### src/rtl/ic_pkg.sv
package ic_pkg;

    localparam int PRIO_W  = 3;
    localparam int LVL_W   = 4;
    localparam int VEC_W   = 8;
    localparam int VADDR_W = 24;
    localparam logic [LVL_W-1:0] NMI_LEVEL = 4'd8;

    typedef enum logic [1:0] {
        MODE_GLOBAL      = 2'b00,
        MODE_GLOBAL_USER = 2'b01,
        MODE_LEVEL       = 2'b10,
        MODE_LEVEL_ALT   = 2'b11
    } mask_mode_e;

    typedef struct packed {
        logic               nmi;
        logic [VEC_W-1:0]   vec;
        logic [VADDR_W-1:0] addr;
        logic [LVL_W-1:0]   lvl;
    } grant_t;

    // Normal mode scales by two, advanced mode by four.
    function automatic logic [VADDR_W-1:0] vec_to_addr(
        input logic [VEC_W-1:0] v,
        input logic             adv
    );
        return adv ? {{(VADDR_W-VEC_W-2){1'b0}}, v, 2'b00}
                   : {{(VADDR_W-VEC_W-1){1'b0}}, v, 1'b0};
    endfunction

endpackage

### src/rtl/ic_req_stage.sv
module ic_req_stage #(
    parameter int N_SRC = 8
) (
    input  logic             clk,
    input  logic             rst,
    input  logic             standby,
    input  logic             nmi_in,
    input  logic [N_SRC-1:0] irq_req,
    input  logic             nmi_clr,
    output logic [N_SRC-1:0] req_q,
    output logic             nmi_pend
);

    logic nmi_prev;

    always_ff @(posedge clk) begin
        if (rst) begin
            req_q    <= '0;
            nmi_prev <= 1'b0;
            nmi_pend <= 1'b0;
        end else if (standby) begin
            req_q    <= '0;
            nmi_prev <= nmi_in;
            nmi_pend <= 1'b0;
        end else begin
            req_q    <= irq_req;
            nmi_prev <= nmi_in;
            nmi_pend <= (nmi_pend & ~nmi_clr) | (nmi_in & ~nmi_prev);
        end
    end

endmodule

### src/rtl/ic_cfg_regs.sv
module ic_cfg_regs
    import ic_pkg::*;
#(
    parameter int N_SRC        = 8,
    parameter int NUM_PRI_REGS = 4,
    parameter int AW           = 3
) (
    input  logic                          clk,
    input  logic                          rst,
    input  logic                          wr_en,
    input  logic [AW-1:0]                 wr_addr,
    input  logic [7:0]                    wr_data,
    output logic [N_SRC-1:0]              en,
    output logic [N_SRC-1:0][PRIO_W-1:0]  prio
);

    logic unused_pad_bits;
    assign unused_pad_bits = wr_data[7] ^ wr_data[3];

    always_ff @(posedge clk) begin
        if (rst)
            en <= '0;
        else if (wr_en && wr_addr == AW'(NUM_PRI_REGS))
            en <= wr_data[N_SRC-1:0];
    end

    for (genvar i = 0; i < N_SRC; i++) begin : g_field
        localparam int REG_IDX = i / 2;
        logic hit;
        assign hit = wr_en && (wr_addr == AW'(REG_IDX));
        if (i % 2 == 0) begin : g_hi
            always_ff @(posedge clk) begin
                if (rst)      prio[i] <= 3'd7;
                else if (hit) prio[i] <= wr_data[6:4];
            end
        end else begin : g_lo
            always_ff @(posedge clk) begin
                if (rst)      prio[i] <= 3'd7;
                else if (hit) prio[i] <= wr_data[2:0];
            end
        end
    end

endmodule

### src/rtl/ic_arbiter.sv
module ic_arbiter
    import ic_pkg::*;
#(
    parameter int N_SRC = 8,
    parameter int IDX_W = 3
) (
    input  logic [N_SRC-1:0]             req,
    input  logic [N_SRC-1:0]             en,
    input  logic [N_SRC-1:0][PRIO_W-1:0] prio,
    input  logic [1:0]                   mode,
    input  logic                         gmask,
    input  logic                         umask,
    input  logic [PRIO_W-1:0]            cpu_lvl,
    input  logic                         nmi_pend,
    output logic                         hit,
    output logic                         is_nmi,
    output logic [IDX_W-1:0]             idx,
    output logic [LVL_W-1:0]             lvl
);

    logic [N_SRC-1:0] elig;
    logic             level_mode;

    assign level_mode = mask_mode_e'(mode) inside {MODE_LEVEL, MODE_LEVEL_ALT};

    always_comb begin
        for (int i = 0; i < N_SRC; i++) begin
            case (mask_mode_e'(mode))
                MODE_GLOBAL:      elig[i] = !gmask;
                MODE_GLOBAL_USER: elig[i] = !gmask && !(umask && !prio[i][PRIO_W-1]);
                default:          elig[i] = prio[i] > cpu_lvl;
            endcase
            elig[i] = elig[i] && req[i] && en[i];
        end
    end

    always_comb begin
        logic              found;
        logic [PRIO_W-1:0] best_key;
        logic [PRIO_W-1:0] key;
        found    = 1'b0;
        best_key = '0;
        idx      = '0;
        // Ascending scan with strict compare: lowest index wins ties.
        for (int i = 0; i < N_SRC; i++) begin
            key = level_mode ? prio[i] : '0;
            if (elig[i] && (!found || key > best_key)) begin
                found    = 1'b1;
                best_key = key;
                idx      = IDX_W'(i);
            end
        end
        is_nmi = nmi_pend;
        hit    = nmi_pend || found;
        lvl    = nmi_pend ? NMI_LEVEL : {1'b0, prio[idx]};
    end

endmodule

### src/rtl/ic_prio_ctrl.sv
module ic_prio_ctrl
    import ic_pkg::*;
#(
    parameter int N_SRC        = 8,
    parameter int MSK_VEC_BASE = 84,
    parameter int NMI_VEC      = 7,
    parameter int NUM_PRI_REGS = (N_SRC + 1) / 2,
    parameter int AW           = $clog2(NUM_PRI_REGS + 1)
) (
    input  logic               clk,
    input  logic               rst,
    input  logic               standby,
    input  logic               nmi_in,
    input  logic [N_SRC-1:0]   irq_req,
    input  logic               wr_en,
    input  logic [AW-1:0]      wr_addr,
    input  logic [7:0]         wr_data,
    input  logic [1:0]         ctrl_mode,
    input  logic               gmask,
    input  logic               umask,
    input  logic [2:0]         cpu_lvl,
    input  logic               addr_mode,
    input  logic               ack,
    output logic               irq_valid,
    output logic [VEC_W-1:0]   vec_num,
    output logic [VADDR_W-1:0] vec_addr,
    output logic [LVL_W-1:0]   irq_level
);

    localparam int IDX_W = (N_SRC > 1) ? $clog2(N_SRC) : 1;

    logic [N_SRC-1:0]             req_q;
    logic                         nmi_pend;
    logic                         nmi_clr;
    logic [N_SRC-1:0]             en;
    logic [N_SRC-1:0][PRIO_W-1:0] prio;
    logic                         arb_hit;
    logic                         arb_nmi;
    logic [IDX_W-1:0]             arb_idx;
    logic [LVL_W-1:0]             arb_lvl;
    logic [VEC_W-1:0]             next_vec;
    logic                         valid_q;
    grant_t                       gnt_q;

    ic_req_stage #(.N_SRC(N_SRC)) u_req (
        .clk      (clk),
        .rst      (rst),
        .standby  (standby),
        .nmi_in   (nmi_in),
        .irq_req  (irq_req),
        .nmi_clr  (nmi_clr),
        .req_q    (req_q),
        .nmi_pend (nmi_pend)
    );

    ic_cfg_regs #(.N_SRC(N_SRC), .NUM_PRI_REGS(NUM_PRI_REGS), .AW(AW)) u_cfg (
        .clk     (clk),
        .rst     (rst),
        .wr_en   (wr_en),
        .wr_addr (wr_addr),
        .wr_data (wr_data),
        .en      (en),
        .prio    (prio)
    );

    ic_arbiter #(.N_SRC(N_SRC), .IDX_W(IDX_W)) u_arb (
        .req      (req_q),
        .en       (en),
        .prio     (prio),
        .mode     (ctrl_mode),
        .gmask    (gmask),
        .umask    (umask),
        .cpu_lvl  (cpu_lvl),
        .nmi_pend (nmi_pend),
        .hit      (arb_hit),
        .is_nmi   (arb_nmi),
        .idx      (arb_idx),
        .lvl      (arb_lvl)
    );

    assign next_vec = arb_nmi ? VEC_W'(NMI_VEC)
                              : VEC_W'(MSK_VEC_BASE) + VEC_W'(arb_idx);
    assign nmi_clr  = valid_q && ack && gnt_q.nmi;

    always_ff @(posedge clk) begin
        if (rst) begin
            valid_q <= 1'b0;
            gnt_q   <= '0;
        end else if (standby) begin
            valid_q <= 1'b0;
        end else if (valid_q) begin
            if (ack) valid_q <= 1'b0;
        end else if (arb_hit) begin
            valid_q    <= 1'b1;
            gnt_q.nmi  <= arb_nmi;
            gnt_q.vec  <= next_vec;
            gnt_q.addr <= vec_to_addr(next_vec, addr_mode);
            gnt_q.lvl  <= arb_lvl;
        end
    end

    assign irq_valid = valid_q;
    assign vec_num   = gnt_q.vec;
    assign vec_addr  = gnt_q.addr;
    assign irq_level = gnt_q.lvl;

endmodule

### config.mk
export PLATFORM = sky130hd
export DESIGN_NAME = ic_prio_ctrl
export DESIGN_NICKNAME = d
export VERILOG_FILES = /design/src/rtl/ic_pkg.sv /design/src/rtl/ic_req_stage.sv /design/src/rtl/ic_cfg_regs.sv /design/src/rtl/ic_arbiter.sv /design/src/rtl/ic_prio_ctrl.sv
export SDC_FILE = /design/constraint.sdc
export NUM_CORES = 1
export LEC_CHECK = 0
export BUFFER_PORTS_ARGS = -buffer_cell sky130_fd_sc_hd__buf_2
export CAP_MARGIN = 15
export CORE_ASPECT_RATIO = 0.8
export CORE_MARGIN = 8
export CORE_UTILIZATION = 30
export DETAILED_ROUTE_END_ITERATION = 10
export GPL_TIMING_DRIVEN = 0
export MAX_ROUTING_LAYER = met4
export PLACE_DENSITY = 0.46
export SLEW_MARGIN = 25
export SYNTH_ARGS = -nofsm -noshare
export SYNTH_HDL_FRONTEND = slang
export SYNTH_SLANG_ARGS = --single-unit
### constraint.sdc
create_clock -name clk -period 21 [get_ports clk]
set_input_delay 2.1 -clock clk [delete_from_list [all_inputs] [get_ports clk]]
set_output_delay 2.1 -clock clk [all_outputs]
set_load 0.01 [all_outputs]
==> reports/qor.csv <==
metric;value;unit
max_freq;74.0;MHz
design_area;5210;sq um
hpwl;11100;um
worst_pin_slew;0.650;ns
peakVddDrop;0.0330;mV
post-cts-setup-buffers;0;
drt_iter0_markers;232;
status;completed;
post_dp_cell_area;4900;sq um
crit_slowest_cell;mux4_2;
synth_top_area_share;27.1;%
layout-drive-gt1-share;16.1;%
syn-cell-area;4360;sq um
setup_violations;0;
antenna_cells;0;
final-hold-violation-count;0;
cts_hold_buf;0;
r2r_end;irq_level[2]$_SDFFE_PP0P_;
root_buffer;clkbuf_16;
initial_core_util;30.6;%
maxCapViolations;0;
synth_common_cells;nand2_1, dfxtp_1, ha_1;
die_area;18700;sq um
cts.repair.resized;0;
holdPathStages;2;
num_vias;4108;
synthToLayoutAreaGrowth;19.5;%
final.setup.tns;0;ns
cp_max_fo;10;
synth_top_cell_by_area;dfxtp_1;
cts_max_level;3;
first_pass_iters;4;
drc;0;
synth.most_common_cell;nand2_1;
io_pins;70;
reg2reg_from;u_cfg.prio[2]$_SDFFE_PP1P_;
power_density;61.5;nW/um^2
synthArstFlopShare;0;%
crit_required;21.21;ns
numCtsBuffers;9;
crit_path_end_kind;register;
cp.arrival;13.73;ns
clk_latency;0.33;ns
antenna_left;0;
p_leak;0.00238;uW
timing.final.crit_share;64.4;%
synth-edff-count;0;
ys.flop_type;dfxtp_1;
grt_use_total;15.5;%
ys_ff_latch;59;
wl_per_cell;17.1;um
first_global_vias;3970;
gp_congestion;0.845;
cts_tree;yes;
critPathLaunchType;primary input;
cp_top_family;compound AO/OA/AOI/OAI gates;
min_to;vec_addr[7]$_SDFFE_PP0P_;
period_needed;13.52;ns
syn_inst;538;
yosysSeqAreaShare;27.1;%
grt_max_degree;11;
fillers;1518;
rrSetupSlack;9.13;ns
hold_class;register to register;
crit_type;primary input to register;
fp.dieW;151;um
max_slew_margin;56.5;%
die_h;124;um
portBuffers;49;
grt_pass1_wl;21700;um
cts.path.max_buffers;2;
drv_slew;0;
routed_wl;13700;um
r2r_cells;59;
slowest_delay;0.50;ns
cts_sinks;59;
antenna_found_initial;0;
path_clk_slew;0.05;ns
rsz0062_at_grt;no;
ys.warnings.count;0;
rows;39;
viasPerCell;5.11;
overflow;0;
synth_cell_type_count;63;
syn_area_per_cell;8.11;sq um
final_nets;693;
synthTopCellsByArea;dfxtp_1, ha_1, nand2_1, a21oi_1, a211o_1;
hold_path.startpoint;vec_addr[7]$_SDFFE_PP0P_;
skew;0.00504;ns
core;14200;sq um
crit_buf_inv;5;
power by group:
group          switching, uW  internal (uW)
logic                   27.0           19.5
registers               4.32            116
clock network           50.6            103
total                   82.0            239
registers in the layout (all words and copies together), names as in the netlist:
| signal | flops |
|---|---|
| vec_addr | 7 |
| u_cfg.prio | 24 |
| u_req.nmi_prev | 1 |
| vec_num | 5 |
| u_req.req_q | 8 |
| u_cfg.en | 8 |
| gnt_q | 1 |
| u_req.nmi_pend | 1 |
| irq_valid | 1 |
| irq_level | 3 |
cell families after synthesis:
family	after synthesis	share of synthesized area (%)
simple gates	202	22.8
compound gates	154	25.9
buf+inv	65	7.57
flops	59	27.1
fa+ha+maj	45	12.9
mux	11	3.47
other cells	1	0.0859
xor+xnor	1	0.201
how the worst max path moves through the flow:
stage / startpoint / endpoint / slack (ns) / cells past startpoint
2_1_floorplan: cpu_lvl[2] / irq_level[2]$_SDFFE_PP0P_ / 9.04 / 62
3_3_place_gp: cpu_lvl[2] / irq_level[2]$_SDFFE_PP0P_ / 7.38 / 61
3_5_place_dp: cpu_lvl[2] / irq_level[2]$_SDFFE_PP0P_ / 7.18 / 61
4_1_cts: cpu_lvl[2] / irq_level[2]$_SDFFE_PP0P_ / 7.50 / 61
5_1_grt: cpu_lvl[2] / irq_level[2]$_SDFFE_PP0P_ / 6.33 / 58
6_report: cpu_lvl[2] / irq_level[2]$_SDFFE_PP0P_ / 7.48 / 61
final cells by class:
| class | instances | area (sq um) | share of cell area (%) |
|---|---|---|---|
| buffer | 42 | 244 | 4.68 |
| clock buffer | 11 | 233 | 4.46 |
| clock inverter | 5 | 77.6 | 1.49 |
| inverter | 23 | 86.3 | 1.66 |
| multi-input combinational | 431 | 2920 | 55.9 |
| sequential | 59 | 1180 | 22.7 |
| tap | 184 | 230 | 4.42 |
| timing repair buffer | 49 | 245 | 4.70 |
worst min-delay path, stage by stage, from the launching register on:
cell	delay (ns)
dfxtp_1	0.30
nand2_1	0.05
a21oi_1	0.05
placed cells by master, fill, tap and decap left out, drive strengths merged, types with 9 or more instances in the layout:
cell    instances
a21o           10
o21a            9
a211o          18
dfxtp          59
nand3          10
inv            23
conb           18
a21oi          37
nor2           41
and2           21
nand2          68
o21ai          24
ha             45
buf            74
nor2b          20
clkbuf         28
metal layers:
layer	track usage (%)	part of all wire, %
met1	21.6	52
met2	22.7	43
met3	2.07	4.9
met4	5.00	0.83
met5	-	0
per-stage QoR:
stage	total power (uW)	hold slack, ns	setup WS, ns	std cells	util (%)
CTS	325	0.454	7.50	804	36.6
floorplan	153	0.432	9.04	555	-
global route	337	0.464	6.33	804	36.6
global placement	167	0.440	7.38	788	34.4
finish	321	0.456	7.48	804	36.6
detailed placement	169	0.447	7.18	788	34.4
(Power assumes the default switching activity.)
